--- config.mk ---
export PLATFORM = sky130hd
export DESIGN_NAME = ckstop_ctrl
export DESIGN_NICKNAME = d
export VERILOG_FILES = /design/src/rtl/ckstop_pkg.sv /design/src/rtl/ckstop_sync.sv /design/src/rtl/ckstop_seq.sv /design/src/rtl/ckstop_lane.sv /design/src/rtl/ckstop_ctrl.sv
export SDC_FILE = /design/constraint.sdc
export NUM_CORES = 1
export LEC_CHECK = 0
export BUFFER_PORTS_ARGS = -buffer_cell sky130_fd_sc_hd__buf_2
export CORE_UTILIZATION = 40
export CTS_CLUSTER_SIZE = 20
export DETAILED_ROUTE_END_ITERATION = 10
export PLACE_DENSITY = 0.73
export SETUP_SLACK_MARGIN = 0.02
export SLEW_MARGIN = 20
export SYNTH_ARGS = -nofsm -noshare
export SYNTH_HDL_FRONTEND = slang
export SYNTH_SLANG_ARGS = --single-unit
--- constraint.sdc ---
create_clock -name clk_i -period 2.4 [get_ports clk_i]
set_clock_uncertainty 0.15 [all_clocks]
set_input_delay 0.48 -clock clk_i [delete_from_list [all_inputs] [get_ports clk_i]]
set_output_delay 0.48 -clock clk_i [all_outputs]
set_load 0.01 [all_outputs]
--- src/rtl/ckstop_pkg.sv ---
package ckstop_pkg;

    typedef enum logic [1:0] {
        LANE_OFF  = 2'd0,
        LANE_PARK = 2'd1,
        LANE_RUN  = 2'd2
    } lane_mode_e;

    typedef struct packed {
        logic t;
        logic c;
        logic oe_t;
        logic oe_c;
    } lane_out_s;

endpackage

--- src/rtl/ckstop_sync.sv ---
module ckstop_sync #(
    parameter int             W       = 1,
    parameter logic [W-1:0]   RST_VAL = '1
) (
    input  logic         clk_i,
    input  logic         rst_ni,
    input  logic [W-1:0] d_i,
    output logic [W-1:0] q_o
);

    typedef struct packed {
        logic [W-1:0] s1;
        logic [W-1:0] s2;
    } sync_st_s;

    sync_st_s st_d, st_q;

    always_comb begin
        st_d.s1 = d_i;
        st_d.s2 = st_q.s1;
    end

    always_ff @(posedge clk_i or negedge rst_ni) begin
        if (!rst_ni) begin
            st_q <= '{s1: RST_VAL, s2: RST_VAL};
        end else begin
            st_q <= st_d;
        end
    end

    assign q_o = st_q.s2;

endmodule

--- src/rtl/ckstop_seq.sv ---
module ckstop_seq #(
    parameter int HITS = 2
) (
    input  logic clk_i,
    input  logic rst_ni,
    input  logic req_i,
    input  logic fall_i,
    input  logic rise_i,
    output logic active_o,
    output logic active_nxt_o
);

    localparam int CW = $clog2(HITS + 1);

    typedef struct packed {
        logic [CW-1:0] hit;
        logic          active;
    } seq_st_s;

    seq_st_s st_d, st_q;

    always_comb begin
        st_d = st_q;
        if (fall_i) begin
            if (!req_i) begin
                st_d.hit = '0;
            end else if (st_q.hit != CW'(HITS)) begin
                st_d.hit = st_q.hit + 1'b1;
            end
        end
        if (rise_i) begin
            st_d.active = (st_q.hit == CW'(HITS)) && req_i;
        end
    end

    always_ff @(posedge clk_i or negedge rst_ni) begin
        if (!rst_ni) begin
            st_q <= '0;
        end else begin
            st_q <= st_d;
        end
    end

    assign active_o     = st_q.active;
    assign active_nxt_o = st_d.active;

endmodule

--- src/rtl/ckstop_lane.sv ---
module ckstop_lane
    import ckstop_pkg::*;
(
    input  logic      clk_i,
    input  logic      rst_ni,
    input  logic      ph_nxt_i,
    input  logic      off_i,
    input  logic      pd_nxt_i,
    input  logic      pd_float_i,
    input  logic      stop_nxt_i,
    input  logic      stop_float_i,
    output lane_out_s out_o
);

    lane_mode_e mode;
    lane_out_s  out_d, out_q;

    always_comb begin
        if (off_i) begin
            mode = LANE_OFF;
        end else if (pd_nxt_i) begin
            mode = pd_float_i ? LANE_OFF : LANE_PARK;
        end else if (stop_nxt_i) begin
            mode = stop_float_i ? LANE_OFF : LANE_PARK;
        end else begin
            mode = LANE_RUN;
        end

        out_d = '0;
        case (mode)
            LANE_PARK: begin
                out_d.t    = 1'b1;
                out_d.oe_t = 1'b1;
            end
            LANE_RUN: begin
                out_d.t    = ph_nxt_i;
                out_d.c    = ~ph_nxt_i;
                out_d.oe_t = 1'b1;
                out_d.oe_c = 1'b1;
            end
            default: out_d = '0;
        endcase
    end

    always_ff @(posedge clk_i or negedge rst_ni) begin
        if (!rst_ni) begin
            out_q <= '0;
        end else begin
            out_q <= out_d;
        end
    end

    assign out_o = out_q;

endmodule

--- src/rtl/ckstop_ctrl.sv ---
module ckstop_ctrl
    import ckstop_pkg::*;
#(
    parameter int               N_OUT     = 4,
    parameter int               SYNC_HITS = 2,
    parameter logic [N_OUT-1:0] PIN_USE   = 4'b1001,
    parameter logic [N_OUT-1:0] PIN_SEL   = 4'b1000
) (
    input  logic             clk_i,
    input  logic             rst_ni,
    input  logic             pwr_dn_ni,
    input  logic             clk_stop_ni,
    input  logic [1:0]       tri_ni,
    input  logic             pd_float_i,
    input  logic             stop_float_i,
    input  logic             half_rate_ni,
    input  logic [N_OUT-1:0] out_en_i,
    input  logic [N_OUT-1:0] stop_allow_i,
    output logic [N_OUT-1:0] dif_t_o,
    output logic [N_OUT-1:0] dif_c_o,
    output logic [N_OUT-1:0] dif_t_oe_o,
    output logic [N_OUT-1:0] dif_c_oe_o
);

    localparam int N_REQ  = 2;
    localparam int SYNC_W = N_REQ + 2;

    typedef struct packed {
        logic ph;
        logic div;
    } gen_st_s;

    gen_st_s st_d, st_q;
    logic    tick, fall_evt, rise_evt;

    logic [SYNC_W-1:0] raw_in, synced;
    logic [N_REQ-1:0]  req, act, act_nxt;
    logic [1:0]        tri_s;

    // Phase generator: one level per edge at full rate, per two edges at half rate.
    always_comb begin
        tick     = half_rate_ni | st_q.div;
        fall_evt = tick & st_q.ph;
        rise_evt = tick & ~st_q.ph;
        st_d.div = ~st_q.div;
        st_d.ph  = tick ? ~st_q.ph : st_q.ph;
    end

    always_ff @(posedge clk_i or negedge rst_ni) begin
        if (!rst_ni) begin
            st_q <= '0;
        end else begin
            st_q <= st_d;
        end
    end

    assign raw_in = {tri_ni, clk_stop_ni, pwr_dn_ni};

    ckstop_sync #(
        .W       (SYNC_W),
        .RST_VAL ({SYNC_W{1'b1}})
    ) u_sync (
        .clk_i  (clk_i),
        .rst_ni (rst_ni),
        .d_i    (raw_in),
        .q_o    (synced)
    );

    assign req   = ~synced[N_REQ-1:0];
    assign tri_s = synced[SYNC_W-1:N_REQ];

    // Index 0: power-down, index 1: clock-stop.
    for (genvar r = 0; r < N_REQ; r++) begin : g_seq
        ckstop_seq #(
            .HITS (SYNC_HITS)
        ) u_seq (
            .clk_i        (clk_i),
            .rst_ni       (rst_ni),
            .req_i        (req[r]),
            .fall_i       (fall_evt),
            .rise_i       (rise_evt),
            .active_o     (act[r]),
            .active_nxt_o (act_nxt[r])
        );
    end

    for (genvar i = 0; i < N_OUT; i++) begin : g_lane
        logic      off;
        lane_out_s lane_q;

        if (PIN_USE[i]) begin : g_pin
            assign off = ~out_en_i[i] | ~tri_s[PIN_SEL[i]];
        end else begin : g_nopin
            assign off = ~out_en_i[i];
        end

        ckstop_lane u_lane (
            .clk_i        (clk_i),
            .rst_ni       (rst_ni),
            .ph_nxt_i     (st_d.ph),
            .off_i        (off),
            .pd_nxt_i     (act_nxt[0]),
            .pd_float_i   (pd_float_i),
            .stop_nxt_i   (act_nxt[1] & stop_allow_i[i]),
            .stop_float_i (stop_float_i),
            .out_o        (lane_q)
        );

        assign dif_t_o[i]    = lane_q.t;
        assign dif_c_o[i]    = lane_q.c;
        assign dif_t_oe_o[i] = lane_q.oe_t;
        assign dif_c_oe_o[i] = lane_q.oe_c;
    end

    logic unused_act;
    assign unused_act = ^act;

endmodule

==> results.tsv <==
stage	metric	value	unit
grt	grtUsageTotal	16.5	%
floorplanning	die_area	3850	µm²
final_layout	multiInputGateArea	668	µm²
logic_synthesis	postSynthAreaPerCell	12.2	µm²
logic_synthesis	synth_nets	147	
timing	slew-limit-headroom	54.6	%
detailed_routing	viasPerCell	4.91	
place	io_buffers	32	
worst_setup_path	cp-start-kind	register	
timing	drv_slew	0	
timing	rsz0062_at_grt	yes	
detailed_routing	avgRoutedWirePerCell	13.3	µm
detailed_routing	drtAntennaViolNets	0	
timing	period_minus_slack	2.32	ns
grt	grt_antenna_before_repair	0	
clock_tree	cts_tree	done	
run	cap_violations	0	
place	placed_cell_area	1690	µm²
timing	tns	0	ns
worst_setup_path	critPathRequiredTime	2.52	ns
floorplanning	std_cell_rows	21	
final_layout	syn2layout_area_growth	28.9	%
final_layout	n_antenna_cell	0	
timing	hold_viol	0	
detailed_routing	drt-pass1-iter-count	4	
worst_setup_path	reg2reg_from	st_q[0]	
clock_tree	cts-root-buf	clkbuf_4	
floorplanning	start_util	42.6	%
final_layout	final_cell_mix	32 x buf_2, 24 x dfrtp_1, 13 x inv_1	
detailed_routing	num_vias	1021	
logic_synthesis	yosysUniqueCellTypes	28	
grt	grt_pass1_vias	982	
pwr	ir_worst_vdd	0.496	mV
clock_tree	cts_buffers	5	
final_layout	final_nets	190	
final_layout	final_common_cell	buf_2	
run_status	outcome	completed	
logic_synthesis	synthCells	118	
grt	grt_max_degree	33	
clock_tree	cts.path.max_buffers	2	
floorplanning	dieWidth	62.1	µm
clock_tree	cts_hold_buf	0	
logic_synthesis	synth_area	1440	µm²
detailed_routing	wl	2770	µm
final_layout	drive_gt1_share	43.2	%
floorplanning	io_pins	33	
clock_tree	postCtsSetupRepairBufs	0	
worst_setup_path	crit_type	register to register	
floorplanning	coreArea	3390	µm²
timing	setup_viol	0	
logic_synthesis	ys.warnings.count	0	
clock_tree	clkTransAtPathRegs	0.10	ns
worst_setup_path	worstPathArrival	2.44	ns
timing	period_share	96.7	%
pwr	power_density	936	nW/µm²
timing	fmax	431	MHz
worst_hold_path	hold_path_class	input pin to asynchronous set/reset pin	
clock_tree	clkLatencyLatePin	0.34	ns
final_layout	finalInstanceArea	1860	µm²
final_layout	seq_area	811	µm²
clock_tree	clock-sinks	32	
final_layout	n_fill_cell	302	
place	dp_hpwl	2010	µm
floorplanning	die_h	62.1	µm
grt	grt_overflow_total	0	
worst_setup_path	cp-startpoint	st_q[0]	
timing	worst_pin_slew	0.680	ns
detailed_routing	drc	0	
clock_tree	cts_max_level	2	
grt	grt_pass1_wl	4390	µm
pwr	p_leak	0.000949	µW
logic_synthesis	yosysSeqAreaShare	56.2	%
detailed_routing	drt_iter0_markers	12	
logic_synthesis	synth-seq-cells	32	
place	place_congestion	0.770	
worst_setup_path	path_max_fanout	9	
worst_setup_path	worstSetupEndpointType	register	
==> power by group <==
part	switching, µW	internal, µW	total, µW
Clock	175	218	393
Sequential	49.4	662	712
Combinational	358	277	635
Total	582	1160	1740
==> sequential cells by signal (all words and copies together) (netlist names) <==
signal,flops
st_q,2
g_seq.u_seq.active_o,2
g_lane.u_lane.out_o,16
u_sync.st_d,4
u_sync.q_o,4
g_seq.u_seq.st_q,4
==> final timing paths <==
check	endpoint	slack, ns	cells after the start
max in group asynchronous	g_lane[1].u_lane.out_o[0]	1.63	1
worst min register to register	u_sync.q_o[2]	0.21	0
worst max-delay path	g_lane[2].u_lane.out_o[3]	0.08	8
min in group clk_i	u_sync.st_d[1]	0.07	1
worst max register to register	g_lane[2].u_lane.out_o[3]	0.08	8
worst min-delay path	g_seq[1].u_seq.st_q[1]	0.01	1
==> per-layer routing <==
metal  global-route usage (%)  wire [µm]
met5                        0          0
met4                     6.67         55
met3                     5.59        144
met2                     27.2       1350
met1                     19.9       1220
==> cells by family after synthesis <==
group | after synthesis | synth area share (%)
simple gates | 27 | 11.4
fa+ha+maj | 12 | 10.4
compound gates | 33 | 18.3
flops | 32 | 56.2
buf+inv | 14 | 3.64
==> through the flow <==
step | util (%) | power [µW] | hold slack [ns] | worst slack (ns) | cells
floorplan | - | 1100 | 0.0344 | 0.0497 | 118
global placement | 50.0 | 1270 | 0.197 | -0.110 | 200
detailed placement | 50.0 | 1310 | 0.199 | -0.151 | 200
CTS | 52.6 | 1710 | 0.0168 | 0.0106 | 208
global route | 54.9 | 1860 | 0.0548 | -0.000867 | 208
finish | 54.9 | 1740 | 0.0143 | 0.0789 | 208
==> synthesized netlist by cell type (all sizes together) <==
cell      n  area share (%)
a2111oi   4             4.2
a211o     4             2.4
a211oi    4             2.1
a21oi     6             2.1
a22oi     2             1.0
a32o      1            0.69
and2      4             1.7
and3b     1            0.61
dfrtp    24              42
dfstp     8              15
ha       12              10
inv      14             3.6
nand2     4             1.2
nand2b    6             2.8
nand3b    2             1.9
nor2      7             1.8
nor2b     1            0.43
nor3b     1            0.52
o21a      2             1.0
o21ai     3             1.0
o21ba     2             1.4
o21bai    2             1.0
o22ai     3             1.3
or2       1            0.43
==> area by class of cell <==
class,count,share of cell area [%]
sequential,32,43.6
tap,46,3.10
inverter,14,2.83
clock inverter,2,1.88
multi-input combinational,72,35.9
timing repair buffer,36,10.4
clock buffer,6,2.22
==> critical path, stage by stage (launching register included) <==
cell and delay, ns:
dfrtp_1 0.40, or2_2 0.32, ha_2 0.19, buf_4 0.15, nand3b_4 0.17, nand2_4 0.12
a211oi_1 0.32, ha_2 0.34, nor2_1 0.10
==> what timing repair did <==
item,in CTS,in global routing
pin swaps,0,6
setup endpoints to repair,1,13
gates resized for setup,1,14
gates cloned,0,0
No activity file was read; power rests on OpenSTA's default activity.
